===== config.mk =====
export PLATFORM = sky130hd
export DESIGN_NAME = thsx_ctrl
export DESIGN_NICKNAME = d
export VERILOG_FILES = /design/src/rtl/thsx_pkg.sv /design/src/rtl/thsx_seq.sv /design/src/rtl/thsx_cross.sv /design/src/rtl/thsx_regs.sv /design/src/rtl/thsx_ctrl.sv
export SDC_FILE = /design/constraint.sdc
export NUM_CORES = 1
export LEC_CHECK = 0
export CAP_MARGIN = 10
export CORE_UTILIZATION = 50
export DETAILED_ROUTE_END_ITERATION = 16
export DONT_BUFFER_PORTS = 1
export PLACE_DENSITY = 0.64
export SETUP_SLACK_MARGIN = 0.05
export SYNTH_ARGS = -nofsm -noshare
export SYNTH_HDL_FRONTEND = slang
export SYNTH_SLANG_ARGS = --single-unit

===== constraint.sdc =====
create_clock -name clk -period 2 [get_ports clk]
set_input_delay 0.1 -clock clk [delete_from_list [all_inputs] [get_ports clk]]
set_output_delay 0.1 -clock clk [all_outputs]
set_load 0.005 [all_outputs]

===== src/rtl/thsx_pkg.sv =====
package thsx_pkg;
    localparam int OFF_STAT  = 'h04;
    localparam int OFF_MASK  = 'h08;
    localparam int OFF_EN    = 'h10;
    localparam int OFF_THR0  = 'h14;
    localparam int OFF_CTRL  = 'h20;
    localparam int OFF_CODE  = 'h28;
    localparam int OFF_CAL   = 'h68;
    localparam int PON_BIT   = 6;
    localparam int RUN_BIT   = 0;
    localparam int CAL_LSB   = 14;

    typedef enum logic [1:0] {
        ST_OFF,
        ST_HALT,
        ST_PRIME,
        ST_RUN
    } sens_state_t;
endpackage


===== src/rtl/thsx_seq.sv =====
module thsx_seq
    import thsx_pkg::*;
(
    input  logic        clk,
    input  logic        rst_n,
    input  logic        ctrl_pon,
    input  logic        ctrl_run,
    input  logic        smp_valid,
    output logic        accept,
    output logic        armed,
    output sens_state_t state
);
    sens_state_t state_nx;

    // state register
    always_ff @(posedge clk or negedge rst_n) begin
        if (!rst_n) state <= ST_OFF;
        else        state <= state_nx;
    end

    // transitions
    always_comb begin
        state_nx = state;
        unique case (state)
            ST_OFF, ST_HALT, ST_PRIME: begin
                if (ctrl_pon)       state_nx = ST_OFF;
                else if (!ctrl_run) state_nx = ST_HALT;
                else if (smp_valid) state_nx = ST_RUN;
                else                state_nx = ST_PRIME;
            end
            ST_RUN: begin
                if (ctrl_pon)       state_nx = ST_OFF;
                else if (!ctrl_run) state_nx = ST_HALT;
                else                state_nx = ST_RUN;
            end
        endcase
    end

    // outputs
    always_comb begin
        accept = smp_valid && !ctrl_pon && ctrl_run;
        armed  = (state == ST_RUN);
    end
endmodule


===== src/rtl/thsx_cross.sv =====
module thsx_cross #(
    parameter int CODE_W  = 12,
    parameter int NUM_THR = 3
) (
    input  logic [CODE_W-1:0]         prev_code,
    input  logic [CODE_W-1:0]         new_code,
    input  logic [NUM_THR*CODE_W-1:0] thr_flat,
    input  logic                      accept,
    input  logic                      armed,
    output logic [NUM_THR-1:0]        rise_evt,
    output logic [NUM_THR-1:0]        fall_evt
);
    for (genvar g = 0; g < NUM_THR; g++) begin : g_thr
        logic [CODE_W-1:0] lvl;
        logic              was_above;
        logic              now_above;
        assign lvl       = thr_flat[g*CODE_W +: CODE_W];
        assign was_above = (prev_code >= lvl);
        assign now_above = (new_code  >= lvl);
        assign rise_evt[g] = accept && armed && !was_above &&  now_above;
        assign fall_evt[g] = accept && armed &&  was_above && !now_above;
    end
endmodule


===== src/rtl/thsx_regs.sv =====
module thsx_regs
    import thsx_pkg::*;
#(
    parameter int CODE_W  = 12,
    parameter int NUM_THR = 3,
    parameter int ADDR_W  = 8,
    parameter int DATA_W  = 32,
    localparam int EVT_W  = 2 * NUM_THR
) (
    input  logic                      clk,
    input  logic                      rst_n,
    input  logic [ADDR_W-1:0]         bus_addr,
    input  logic                      bus_wr,
    input  logic [DATA_W-1:0]         bus_wdata,
    output logic [DATA_W-1:0]         bus_rdata,
    input  logic [CODE_W-1:0]         smp_code,
    input  logic                      accept,
    input  logic [NUM_THR-1:0]        rise_evt,
    input  logic [NUM_THR-1:0]        fall_evt,
    input  logic [1:0]                cal_bits,
    output logic                      ctrl_pon,
    output logic                      ctrl_run,
    output logic [CODE_W-1:0]         cur_code,
    output logic [NUM_THR*CODE_W-1:0] thr_flat,
    output logic [EVT_W-1:0]          status_vec,
    output logic                      irq
);
    logic [CODE_W-1:0] thr_q [NUM_THR];
    logic [EVT_W-1:0]  mask_q, en_q;
    logic              hit_stat, hit_mask, hit_en, hit_ctrl;
    logic              unused_wdata;

    assign unused_wdata = ^bus_wdata;
    assign hit_stat = bus_wr && (bus_addr == ADDR_W'(OFF_STAT));
    assign hit_mask = bus_wr && (bus_addr == ADDR_W'(OFF_MASK));
    assign hit_en   = bus_wr && (bus_addr == ADDR_W'(OFF_EN));
    assign hit_ctrl = bus_wr && (bus_addr == ADDR_W'(OFF_CTRL));

    always_ff @(posedge clk or negedge rst_n) begin
        if (!rst_n) begin
            ctrl_pon <= 1'b1;
            ctrl_run <= 1'b0;
            mask_q   <= '0;
            en_q     <= '0;
        end else begin
            if (hit_ctrl) begin
                ctrl_pon <= bus_wdata[PON_BIT];
                ctrl_run <= bus_wdata[RUN_BIT];
            end
            if (hit_mask) mask_q <= bus_wdata[EVT_W-1:0];
            if (hit_en)   en_q   <= bus_wdata[EVT_W-1:0];
        end
    end

    always_ff @(posedge clk or negedge rst_n) begin
        if (!rst_n) begin
            for (int i = 0; i < NUM_THR; i++) thr_q[i] <= '0;
        end else if (bus_wr) begin
            for (int i = 0; i < NUM_THR; i++)
                if (bus_addr == ADDR_W'(OFF_THR0 + 4 * i))
                    thr_q[i] <= bus_wdata[CODE_W-1:0];
        end
    end

    for (genvar g = 0; g < NUM_THR; g++) begin : g_flat
        assign thr_flat[g*CODE_W +: CODE_W] = thr_q[g];
    end

    always_ff @(posedge clk or negedge rst_n) begin
        if (!rst_n)      cur_code <= '0;
        else if (accept) cur_code <= smp_code;
    end

    always_ff @(posedge clk or negedge rst_n) begin
        if (!rst_n) status_vec <= '0;
        else status_vec <= (hit_stat ? (status_vec & bus_wdata[EVT_W-1:0]) : status_vec)
                           | {fall_evt, rise_evt};
    end

    assign irq = |(status_vec & en_q & mask_q);

    always_comb begin
        bus_rdata = '0;
        if (bus_addr == ADDR_W'(OFF_STAT))      bus_rdata[EVT_W-1:0] = status_vec;
        else if (bus_addr == ADDR_W'(OFF_MASK)) bus_rdata[EVT_W-1:0] = mask_q;
        else if (bus_addr == ADDR_W'(OFF_EN))   bus_rdata[EVT_W-1:0] = en_q;
        else if (bus_addr == ADDR_W'(OFF_CTRL)) begin
            bus_rdata[PON_BIT] = ctrl_pon;
            bus_rdata[RUN_BIT] = ctrl_run;
        end
        else if (bus_addr == ADDR_W'(OFF_CODE)) bus_rdata[CODE_W-1:0] = cur_code;
        else if (bus_addr == ADDR_W'(OFF_CAL))  bus_rdata[CAL_LSB +: 2] = cal_bits;
        for (int i = 0; i < NUM_THR; i++)
            if (bus_addr == ADDR_W'(OFF_THR0 + 4 * i))
                bus_rdata[CODE_W-1:0] = thr_q[i];
    end
endmodule


===== src/rtl/thsx_ctrl.sv =====
module thsx_ctrl
    import thsx_pkg::*;
#(
    parameter int CODE_W  = 12,
    parameter int NUM_THR = 3,
    parameter int ADDR_W  = 8,
    parameter int DATA_W  = 32
) (
    input  logic              clk,
    input  logic              rst_n,
    input  logic [ADDR_W-1:0] bus_addr,
    input  logic              bus_wr,
    input  logic [DATA_W-1:0] bus_wdata,
    output logic [DATA_W-1:0] bus_rdata,
    input  logic              smp_valid,
    input  logic [CODE_W-1:0] smp_code,
    input  logic [1:0]        cal_bits,
    output logic              cal_ok,
    output logic              irq
);
    localparam int EVT_W = 2 * NUM_THR;

    logic                      ctrl_pon, ctrl_run, accept, armed;
    sens_state_t               state;
    logic [CODE_W-1:0]         cur_code;
    logic [NUM_THR*CODE_W-1:0] thr_flat;
    logic [NUM_THR-1:0]        rise_evt, fall_evt;
    logic [EVT_W-1:0]          status_vec;

    assign cal_ok = &cal_bits;

    thsx_seq u_seq (
        .clk(clk), .rst_n(rst_n), .ctrl_pon(ctrl_pon), .ctrl_run(ctrl_run),
        .smp_valid(smp_valid), .accept(accept), .armed(armed), .state(state)
    );

    thsx_cross #(.CODE_W(CODE_W), .NUM_THR(NUM_THR)) u_cross (
        .prev_code(cur_code), .new_code(smp_code), .thr_flat(thr_flat),
        .accept(accept), .armed(armed), .rise_evt(rise_evt), .fall_evt(fall_evt)
    );

    thsx_regs #(.CODE_W(CODE_W), .NUM_THR(NUM_THR), .ADDR_W(ADDR_W), .DATA_W(DATA_W)) u_regs (
        .clk(clk), .rst_n(rst_n), .bus_addr(bus_addr), .bus_wr(bus_wr),
        .bus_wdata(bus_wdata), .bus_rdata(bus_rdata), .smp_code(smp_code),
        .accept(accept), .rise_evt(rise_evt), .fall_evt(fall_evt),
        .cal_bits(cal_bits), .ctrl_pon(ctrl_pon), .ctrl_run(ctrl_run),
        .cur_code(cur_code), .thr_flat(thr_flat), .status_vec(status_vec), .irq(irq)
    );
endmodule


==> results of run 1 <==
## Yosys cell counts (all sizes together), types with 2 or more instances
master	n	area (um^2)
a21oi	13	65.1
nand2b	7	43.8
and2	16	100
a31o	4	35.0
and3	8	50.1
inv	43	161
nand3	7	40.0
nand2	27	109
o21ai	29	145
a22oi	8	60.1
a211oi	12	90.1
nor4b	2	38.8
nor2	19	73.8
ha	72	901
dfrtp	69	1730
o22ai	13	81.3
a211o	6	52.6
o21a	6	45.0
o41ai	6	52.6
a221o	5	50.1
mux2i	10	100
clkbuf	3	11.3
buf	26	203
a31oi	6	37.5
mux2	63	785
a2111oi	6	52.6
nor3	9	56.3
nor2b	8	52.6
nand4	8	50.1
## repair_timing
item                                    CTS  global route
hold buffers                             27             0
pin swaps                                 0             9
setup buffers                             0             3
endpoints found under the hold margin   139             0
endpoints found under the setup margin    3             6
gates resized for setup                   6            23
## area by class of cell
cell class | count | share of cell area, %
clock inverter | 4 | 0.784
sequential | 70 | 28.9
multi-input combinational | 394 | 56.2
timing repair buffer | 39 | 6.23
inverter | 43 | 2.66
clock buffer | 12 | 2.39
tap | 136 | 2.80
## flip-flops by register name, summed over array words and instances, names as in the netlist
signal	cells
u_regs.status_vec	6
u_regs.cur_code	12
u_regs.ctrl_run	1
u_regs.mask_q	6
u_seq.state	2
u_regs.en_q	6
u_regs.ctrl_pon	1
u_regs.thr_flat	36
## cells by family (layout without fill, tap and decap cells)
group,count (synthesis),count (layout),share of synthesized area (%)
AO/OA/AOI/OAI,117,117,14.8
AND/OR/NAND/NOR,114,114,11.9
multiplexers,73,73,16.5
adder cells (fa/ha/maj),72,72,16.8
buffers and inverters,72,98,7.02
flip-flops,70,70,32.8
other,1,18,0.0701
## where the power goes
part           switching (mW)  internal, mW  total (mW)  leakage, nW
logic                   0.697         0.661        1.36         1.72
registers               0.187          1.53        1.72        0.946
clock network           0.561         0.608        1.17       0.0964
total                    1.44          2.80        4.25         2.77
## routing by layer
layer	part of all wire [%]	routed length, um	vias up	global-route usage [%]
met2	45	6510	180	41.4
met4	2.2	326	0	9.26
met5	0	0	-	0
li1	-	-	1961	-
met3	7.8	1140	21	7.05
met1	45	6630	2089	37.9
## final timing paths
check	cells after the start	from	endpoint	slack, ns
min in group asynchronous	2	rst_n	u_regs.status_vec[0]$_DFF_PN0_	0.30
min	2	bus_wr	u_regs.ctrl_pon$_DFFE_PN1P_	0.02
max	7	u_regs.thr_flat[35]$_DFFE_PN0P_	u_regs.status_vec[5]$_DFF_PN0_	0.07
max in group asynchronous	2	rst_n	u_regs.ctrl_pon$_DFFE_PN1P_	1.36
min reg2reg	1	u_regs.thr_flat[2]$_DFFE_PN0P_	u_regs.thr_flat[2]$_DFFE_PN0P_	0.52
max reg2reg	7	u_regs.thr_flat[35]$_DFFE_PN0P_	u_regs.status_vec[5]$_DFF_PN0_	0.07
## through the flow
step | worst slack [ns] | power (mW) | hold slack [ns] | utilization [%]
finish | 0.0745 | 4.25 | 0.0192 | 58.8
detailed placement | 0.00955 | 2.84 | -0.193 | 52.6
global route | -0.00542 | 4.49 | 0.0262 | 58.8
global placement | 0.0844 | 2.77 | -0.193 | 52.6
CTS | 0.0599 | 4.12 | 0.0141 | 57.6
floorplan | 0.211 | 2.55 | -0.196 | -
==> flow_summary_export.csv, run 1 <==
group,metric,value,unit
pwr,ir_drop,0.000367,V
route,antenna_left,0,
floorplanning,rows,37,
cells_and_area,fillers,893,
floorplanning,die_width,105,um
critical_path,start_kind,"flip-flop",
yosys,async_flop_share,100,%
placement,gp_congestion,0.917,
clock_network,clk_latency,0.35,ns
route,via_count,4251,
floorplanning,initial_core_util,51.8,%
yosys,synthCells,519,
sta,hold_viol,0,
cells_and_area,area.sequential,0.00176,mm^2
critical_path,cpPeakStageDelay,0.41,ns
sta,slew_headroom,63.5,%
status,status,"finished, final reports clean",
global_route,grt_pass1_wl,23000,um
yosys,synth_edf_count,0,
critical_path,cp_num_buf_inv,1,
yosys,synth_seq_cells,70,
yosys,syn_area,0.00535,mm^2
cells_and_area,fin_area,0.00607,mm^2
floorplanning,core-area,0.0103,mm^2
route,viasPerCell,6.09,
critical_path,crit_family,"compound AO/OA/AOI/OAI gates",
route,drcViolationCount,0,
sta,layout_min_cycle_time,1.93,ns
critical_path,required,2.24,ns
yosys,yosys_warnings,0,
sta,grt_setup_unrepaired,"yes",
route,initialDrtViolationCount,258,
global_route,grt_max_degree,71,
clock_network,cts_root_buffer,"clkbuf_8",
critical_path,slowest_stage,"dfrtp_1",
sta,setup_viol,0,
placement,placed_area,0.00544,mm^2
sta,final_max_slew_viol_count,0,
cells_and_area,post_route_cells_drive_above_1_share,22.2,%
route,drt_pass1_iterations,5,
flow_run,cap_violations,0,
global_route,gr-usage-all-layers,27.3,%
hold_path,hold_class,"input pin to flip-flop",
clock_network,cts_buffers,9,
yosys,avgSynthCellArea,10.3,um^2
cells_and_area,antenna_cells,0,
critical_path,criticalPathCategory,"flip-flop to flip-flop",
cells_and_area,mostFrequentLayoutCell,"ha_1",
yosys,synth_cell_types,46,
clock_network,cts_tree,"yes",
cells_and_area,area_growth,13.5,%
sta,tns,0,ns
critical_path,critPathMaxFanout,3,
sta,fmaxAchievable,0.519,GHz
clock_network,cts.htree.levels,3,
pwr,power_density,700,mW/mm^2
cells_and_area,layoutNonFillerInstCount,698,
cells_and_area,multi_input_area,0.00341,mm^2
placement,port_buffers,0,
sta,finClkSkew,0.00708,ns
global_route,antenna_found_initial,0,
floorplanning,io_pins,92,
cells_and_area,layout.nets,687,
sta,finalCritPeriodShare,96.3,%
pwr,p_leak,2.77,nW
yosys,ys_seq_area_share,32.8,%
cells_and_area,mostFrequentLayoutCells,"ha_1, dfrtp_1, mux2_2",
placement,placed_cells,652,
clock_network,cts_buffer_depth,2,
floorplanning,dieArea,0.0111,mm^2
route,drt-total-wl,14600,um
sta,worst_slew_pin_slew,0.546,ns
global_route,grt_pass1_vias,4197,
yosys,synthFlopType,"dfrtp_1",
clock_network,clkTransAtPathRegs,0.08,ns
placement,hpwl,10900,um
critical_path,worstSetupEndpointType,"flip-flop",
route,wl_per_cell,20.9,um
critical_path,worstPathCellList,"inv_1 -> ha_1 -> a211oi_1 -> nand2_1 -> nor3_2 -> a21oi_1 -> o41ai_1",
clock_network,cts_sinks,70,
floorplanning,fp.dieH,105,um
global_route,grt-ovfl-total,0,
critical_path,arrival,2.16,ns
No activity file was read; power rests on OpenSTA's default activity.
==> run 2, diff against run 1 <==
--- a/config.mk
+++ b/config.mk
@@ -9,7 +9,7 @@
 export CORE_UTILIZATION = 50
 export DETAILED_ROUTE_END_ITERATION = 16
 export DONT_BUFFER_PORTS = 1
-export PLACE_DENSITY = 0.64
+export PLACE_DENSITY_LB_ADDON = 0.1
 export SETUP_SLACK_MARGIN = 0.05
 export SYNTH_ARGS = -nofsm -noshare
 export SYNTH_HDL_FRONTEND = slang
==> constraint.sdc (replaced) <==
create_clock -name clk -period 1.8 [get_ports clk]
set_input_delay 0.09 -clock clk [delete_from_list [all_inputs] [get_ports clk]]
set_output_delay 0.09 -clock clk [all_outputs]
set_load 0.005 [all_outputs]
==> run 2 against run 1 <==
Effect of this change:
- the flow now finishes with violations (setup timing)
- wire length is 10% higher
- flip-flop and latch count stayed put
- sequential share of layout area is 3.2 points lower
- final cell count is 7.4% higher
- via count is 5.1% higher
- critical path type unchanged
==> flow_summary_export.csv, run 2 (synthesis results as in run 1) <==
group,metric,value,unit
pwr,finalPower,5.62,mW
placement,gp_congestion,0.898,
route,antenna_left,0,
clock_network,cts_root_buffer,"clkbuf_8",
floorplanning,dieArea,0.0111,mm^2
placement,port_buffers,0,
route,initialDrtViolationCount,286,
clock_network,cts_buffer_depth,2,
global_route,grt_pass1_vias,4631,
clock_network,cts_buffers,9,
floorplanning,initial_core_util,51.8,%
hold_path,hold_class,"input pin to flip-flop",
floorplanning,rows,37,
pwr,ir_drop,0.000439,V
clock_network,cts_tree,"yes",
sta,fin_ws,-0.0257,ns
global_route,grt_max_degree,71,
global_route,grt-ovfl-total,0,
sta,fmaxAchievable,0.548,GHz
critical_path,required,2.06,ns
sta,layout_min_cycle_time,1.83,ns
sta,finClkSkew,0.00791,ns
sta,hold_viol,0,
critical_path,criticalPathCategory,"flip-flop to flip-flop",
route,wl_per_cell,21.5,um
route,drt-total-wl,16100,um
route,via_count,4466,
sta,worst_slew_pin_slew,0.530,ns
clock_network,clk_latency,0.37,ns
floorplanning,core-area,0.0103,mm^2
cells_and_area,mostFrequentLayoutCell,"dfrtp_1",
pwr,power_density,823,mW/mm^2
global_route,antenna_found_initial,1,
sta,grt_setup_unrepaired,"yes",
global_route,grt_pass1_wl,24500,um
floorplanning,io_pins,92,
route,drcViolationCount,0,
cells_and_area,mostFrequentLayoutCells,"dfrtp_1, ha_1, buf_4",
sta,final_max_slew_viol_count,0,
cells_and_area,area_growth,27.8,%
placement,hpwl,11600,um
route,drt_pass1_iterations,4,
floorplanning,fp.dieH,105,um
status,status,"finished, violations left",
clock_network,cts_sinks,70,
route,viasPerCell,5.95,
clock_network,clkTransAtPathRegs,0.08,ns
critical_path,critPathMaxFanout,3,
sta,tns,-0.0381,ns
flow_run,cap_violations,0,
cells_and_area,layout.nets,738,
critical_path,worstSetupEndpointType,"flip-flop",
cells_and_area,post_route_cells_drive_above_1_share,35.9,%
sta,setup_viol,2,
clock_network,cts.htree.levels,3,
status,violations,"setup timing",
floorplanning,die_width,105,um
cells_and_area,largest_register_ffs,36,
critical_path,start_kind,"flip-flop",
global_route,gr-usage-all-layers,29.5,%
sta,slew_headroom,64.6,%
sta,finalCritPeriodShare,101,%
critical_path,arrival,2.08,ns
pwr,p_leak,3.13,nW
[run 2: cell count changes in the layout (fill, tap and decap cells not counted), moves of 5 or more]
cell	delta
buf_6	+6
a211oi_1	-9
inv_2	+5
inv_1	-5
buf_4	+44
a211oi_2	+9
ha_4	+10
ha_1	-13
[run 2: layer usage]
layer | vias to the layer above | track usage, % | routed length (um)
met5 | - | 0 | 0
met4 | 0 | 12.6 | 374
met3 | 32 | 7.11 | 1180
met2 | 158 | 44.9 | 7240
met1 | 2208 | 40.0 | 7290
li1 | 2068 | - | -
[run 2: per-stage QoR]
step	area, um^2	hold WS (ns)	std cells	setup slack (ns)	util [%]
after global placement	5770	-0.202	695	-0.140	55.9
after global routing	6840	0.0492	750	-0.0834	66.2
after CTS	6620	0.0277	742	-0.0329	64.2
after floorplan	5430	-0.206	536	0.0428	-
final	6840	0.0443	750	-0.0257	66.2
after detailed placement	5770	-0.203	695	-0.195	55.9
[run 2: path summary, 6_finish.rpt]
kind | from | cells past startpoint | slack [ns] | to
max in group asynchronous | rst_n | 2 | 1.19 | u_regs.ctrl_pon$_DFFE_PN1P_
worst min register to register | u_regs.thr_flat[2]$_DFFE_PN0P_ | 1 | 0.52 | u_regs.thr_flat[2]$_DFFE_PN0P_
worst min-delay path | smp_code[0] | 2 | 0.04 | u_regs.cur_code[0]$_DFFE_PN0P_
worst max register to register | u_regs.thr_flat[0]$_DFFE_PN0P_ | 6 | -0.03 | u_regs.status_vec[3]$_DFF_PN0_
min in group asynchronous | rst_n | 2 | 0.27 | u_regs.thr_flat[3]$_DFFE_PN0P_
worst max-delay path | u_regs.thr_flat[0]$_DFFE_PN0P_ | 6 | -0.03 | u_regs.status_vec[3]$_DFF_PN0_
[run 2: worst max-delay path: stages, from the launching register on]
cell	delay, ns
dfrtp_1	0.42
ha_1	0.28
nand2b_4	0.15
a2111oi_4	0.30
a211o_1	0.18
a21oi_2	0.08
o41ai_2	0.31
[run 2: area by class of cell]
class | instances | area, um^2
Multi-Input combinational cell | 394 | 3710
Inverter | 43 | 161
Fill cell | 822 | 3490
Tap cell | 136 | 170
Sequential cell | 70 | 1760
Clock inverter | 6 | 110
Timing Repair Buffer | 90 | 796
Clock buffer | 10 | 128
Antenna cell | 1 | 2.50
[run 2: repair_timing]
action | CTS | global route
pin swaps | 43 | 14
resized for setup | 55 | 26
hold endpoints to repair | 138 | 0
buffers inserted | 5 | 7
hold buffers | 27 | 0
endpoints found under the setup margin | 6 | 8
[run 2: power by group]
group / switching (mW) / internal (mW)
clock network: 0.651 / 0.918
logic: 1.04 / 1.13
registers: 0.174 / 1.71
total: 1.87 / 3.75
==> run 3, diff against run 2 <==
--- a/config.mk
+++ b/config.mk
@@ -5,8 +5,10 @@
 export SDC_FILE = /design/constraint.sdc
 export NUM_CORES = 1
 export LEC_CHECK = 0
+export ABC_AREA = 1
 export CAP_MARGIN = 10
-export CORE_UTILIZATION = 50
+export CORE_MARGIN = 5
+export CORE_UTILIZATION = 40
 export DETAILED_ROUTE_END_ITERATION = 16
 export DONT_BUFFER_PORTS = 1
 export PLACE_DENSITY_LB_ADDON = 0.1
==> run 3 against run 2 <==
Effect of this change:
- critical path depth unchanged
- power down 6.9%
- utilization down 20 points
- sequential power up 2%
- via count up 12%
- global-route usage down 8.8 points
- synthesized cell count up 46%
- the run now ends clean
- flip-flop and latch count unchanged
- die area up 49%
- first-iteration DRC count up 4.5%
- highest routed layer unchanged
- combinational power down 31%
- design area down 6.9%
==> flow_summary_export.csv, run 3 <==
group,metric,value,unit
status,status,"finished, final reports clean",
sta,final_max_slew_viol_count,0,
yosys,synthFlopType,"dfrtp_1",
sta,grt_setup_unrepaired,"yes",
global_route,grt_pass1_wl,26500,um
clock_network,cts_tree,"yes",
yosys,async_flop_share,100,%
sta,hold_viol,0,
global_route,grt_pass1_vias,4932,
yosys,syn_area,0.00564,mm^2
clock_network,cts.htree.levels,3,
yosys,synth_edf_count,0,
yosys,synth_seq_cells,70,
yosys,yosys_warnings,0,
placement,gp_congestion,0.909,
cells_and_area,multi_input_area,0.00327,mm^2
cells_and_area,largest_register_ffs,36,
route,drt_pass1_iterations,4,
floorplanning,core-area,0.0139,mm^2
floorplanning,initial_core_util,40.7,%
sta,tns,0,ns
clock_network,cts_buffer_depth,2,
pwr,power_density,823,mW/mm^2
sta,fmaxAchievable,0.599,GHz
cells_and_area,post_route_cells_drive_above_1_share,12.2,%
yosys,yosysMostFrequentCell,"nand2_1",
placement,port_buffers,0,
yosys,synth_largest_area_cell,"dfrtp_1",
global_route,grt.met3_usage,3.61,%
cells_and_area,antenna_cells,0,
cells_and_area,area.sequential,0.00176,mm^2
cells_and_area,layout.nets,920,
flow_run,cap_violations,0,
clock_network,clkTransAtPathRegs,0.06,ns
global_route,busiest_layer,"met2",
sta,finClkSkew,0.00560,ns
cells_and_area,area_growth,12.7,%
critical_path,start_kind,"flip-flop",
route,wl_per_cell,17.1,um
global_route,grt-ovfl-total,0,
global_route,gr-usage-all-layers,20.7,%
floorplanning,dieArea,0.0166,mm^2
pwr,ir_drop,0.000498,V
cells_and_area,mostFrequentLayoutCells,"nand2_1, inv_1, ha_1",
sta,layout_min_cycle_time,1.67,ns
placement,hpwl,12900,um
route,drt-total-wl,16600,um
yosys,synth_cell_types,31,
yosys,ys_seq_area_share,31.1,%
floorplanning,fp.dieH,129,um
global_route,grtUsageMet2,31.8,%
placement,placed_area,0.00575,mm^2
yosys,synthCells,757,
global_route,grt_util_met1,29.5,%
yosys,synth_common_cells,"nand2_1, inv_1, ha_1, dfrtp_1, nor2_1",
global_route,grt_max_degree,71,
cells_and_area,fin_area,0.00636,mm^2
critical_path,criticalPathCategory,"flip-flop to flip-flop",
clock_network,cts_root_buffer,"clkbuf_16",
pwr,p_leak,3.29,nW
critical_path,worstSetupEndpointType,"flip-flop",
clock_network,clk_latency,0.34,ns
route,initialDrtViolationCount,299,
cells_and_area,fillers,1411,
clock_network,cts_sinks,70,
route,drcViolationCount,0,
hold_path,hold_class,"input pin to flip-flop",
floorplanning,rows,43,
floorplanning,io_pins,92,
yosys,avgSynthCellArea,7.45,um^2
global_route,antenna_found_initial,0,
critical_path,critPathMaxFanout,5,
route,viasPerCell,5.11,
yosys,synth_top_area_share,30.6,%
clock_network,cts_buffers,9,
route,via_count,4986,
sta,finalCritPeriodShare,92.7,%
critical_path,required,2.02,ns
sta,setup_viol,0,
yosys,yosys-top-cells-area,"dfrtp_1, ha_1, nand2_1, inv_1, nand3_1",
cells_and_area,mostFrequentLayoutCell,"nand2_1",
critical_path,arrival,1.89,ns
floorplanning,die_width,129,um
route,antenna_left,0,
-- run 3: final timing paths --
path	endpoint	slack, ns	start	cells after the start
setup / recovery	u_regs.status_vec[3]$_DFF_PN0_	0.13	u_regs.cur_code[11]$_DFFE_PN0P_	6
hold / removal	u_regs.thr_flat[16]$_DFFE_PN0P_	0.004	bus_wdata[4]	2
setup reg to reg	u_regs.status_vec[3]$_DFF_PN0_	0.13	u_regs.cur_code[11]$_DFFE_PN0P_	6
hold reg to reg	u_regs.thr_flat[32]$_DFFE_PN0P_	0.49	u_regs.thr_flat[32]$_DFFE_PN0P_	2
max in group asynchronous	u_regs.ctrl_pon$_DFFE_PN1P_	1.15	rst_n	2
min in group asynchronous	u_regs.thr_flat[10]$_DFFE_PN0P_	0.31	rst_n	2
-- run 3: layer usage --
layer | wire, um | vias up | part of all wire [%]
met4 | 409 | 0 | 2.5
met5 | 0 | - | 0
met3 | 935 | 23 | 5.6
met1 | 8000 | 2366 | 48
li1 | - | 2469 | -
met2 | 7280 | 128 | 44
-- run 3: cell families (layout without fill, tap and decap cells) --
group,after synthesis,in the layout,synth area share [%]
and+or+nand+nor,355,355,28.0
buffers and inverters,151,172,12.4
AOI/OAI and AO/OA,99,99,10.8
adders and majority gates,72,72,16.0
DFF,70,70,31.1
muxes,9,9,1.80
other,1,18,0.0665
-- run 3: final cells by class --
cell class                      instances  share of cell area, %
Multi-Input combinational cell        553                   51.4
Sequential cell                        70                   27.6
Inverter                              122                   7.35
Timing Repair Buffer                   34                   5.31
Clock buffer                           11                   3.82
Tap cell                              180                   3.54
Clock inverter                          5                  0.924
-- run 3: through the flow --
stage	util (%)	hold slack (ns)	power, mW	worst slack (ns)	std cells
2_1_floorplan	-	-0.206	2.96	0.445	774
3_3_place_gp	41.4	-0.204	3.25	0.102	931
3_5_place_dp	41.4	-0.204	3.31	0.110	931
4_1_cts	45.6	0.00535	5.24	0.0798	973
5_1_grt	45.8	0.0145	5.58	0.0439	975
6_report	45.8	0.00409	5.23	0.132	975
-- run 3: critical path: stages (launching register included) --
cell and delay (ns):
dfrtp_1 0.46, ha_1 0.36, a21o_1 0.19, nor2_1 0.21
nand4_1 0.14, nand3_1 0.15, nand2_1 0.06
-- run 3: timing repair --
action | 4_1_cts | 5_1_grt
hold endpoints to repair | 104 | 0
gates resized for setup | 0 | 12
hold buffers | 26 | 0
setup endpoints to repair | 0 | 3
buffers inserted | 0 | 2
-- run 3: power breakdown --
part | leakage [nW] | switching (mW) | internal [mW]
clock network | 0.142 | 0.719 | 1.11
logic | 2.20 | 0.859 | 0.627
registers | 0.939 | 0.210 | 1.71
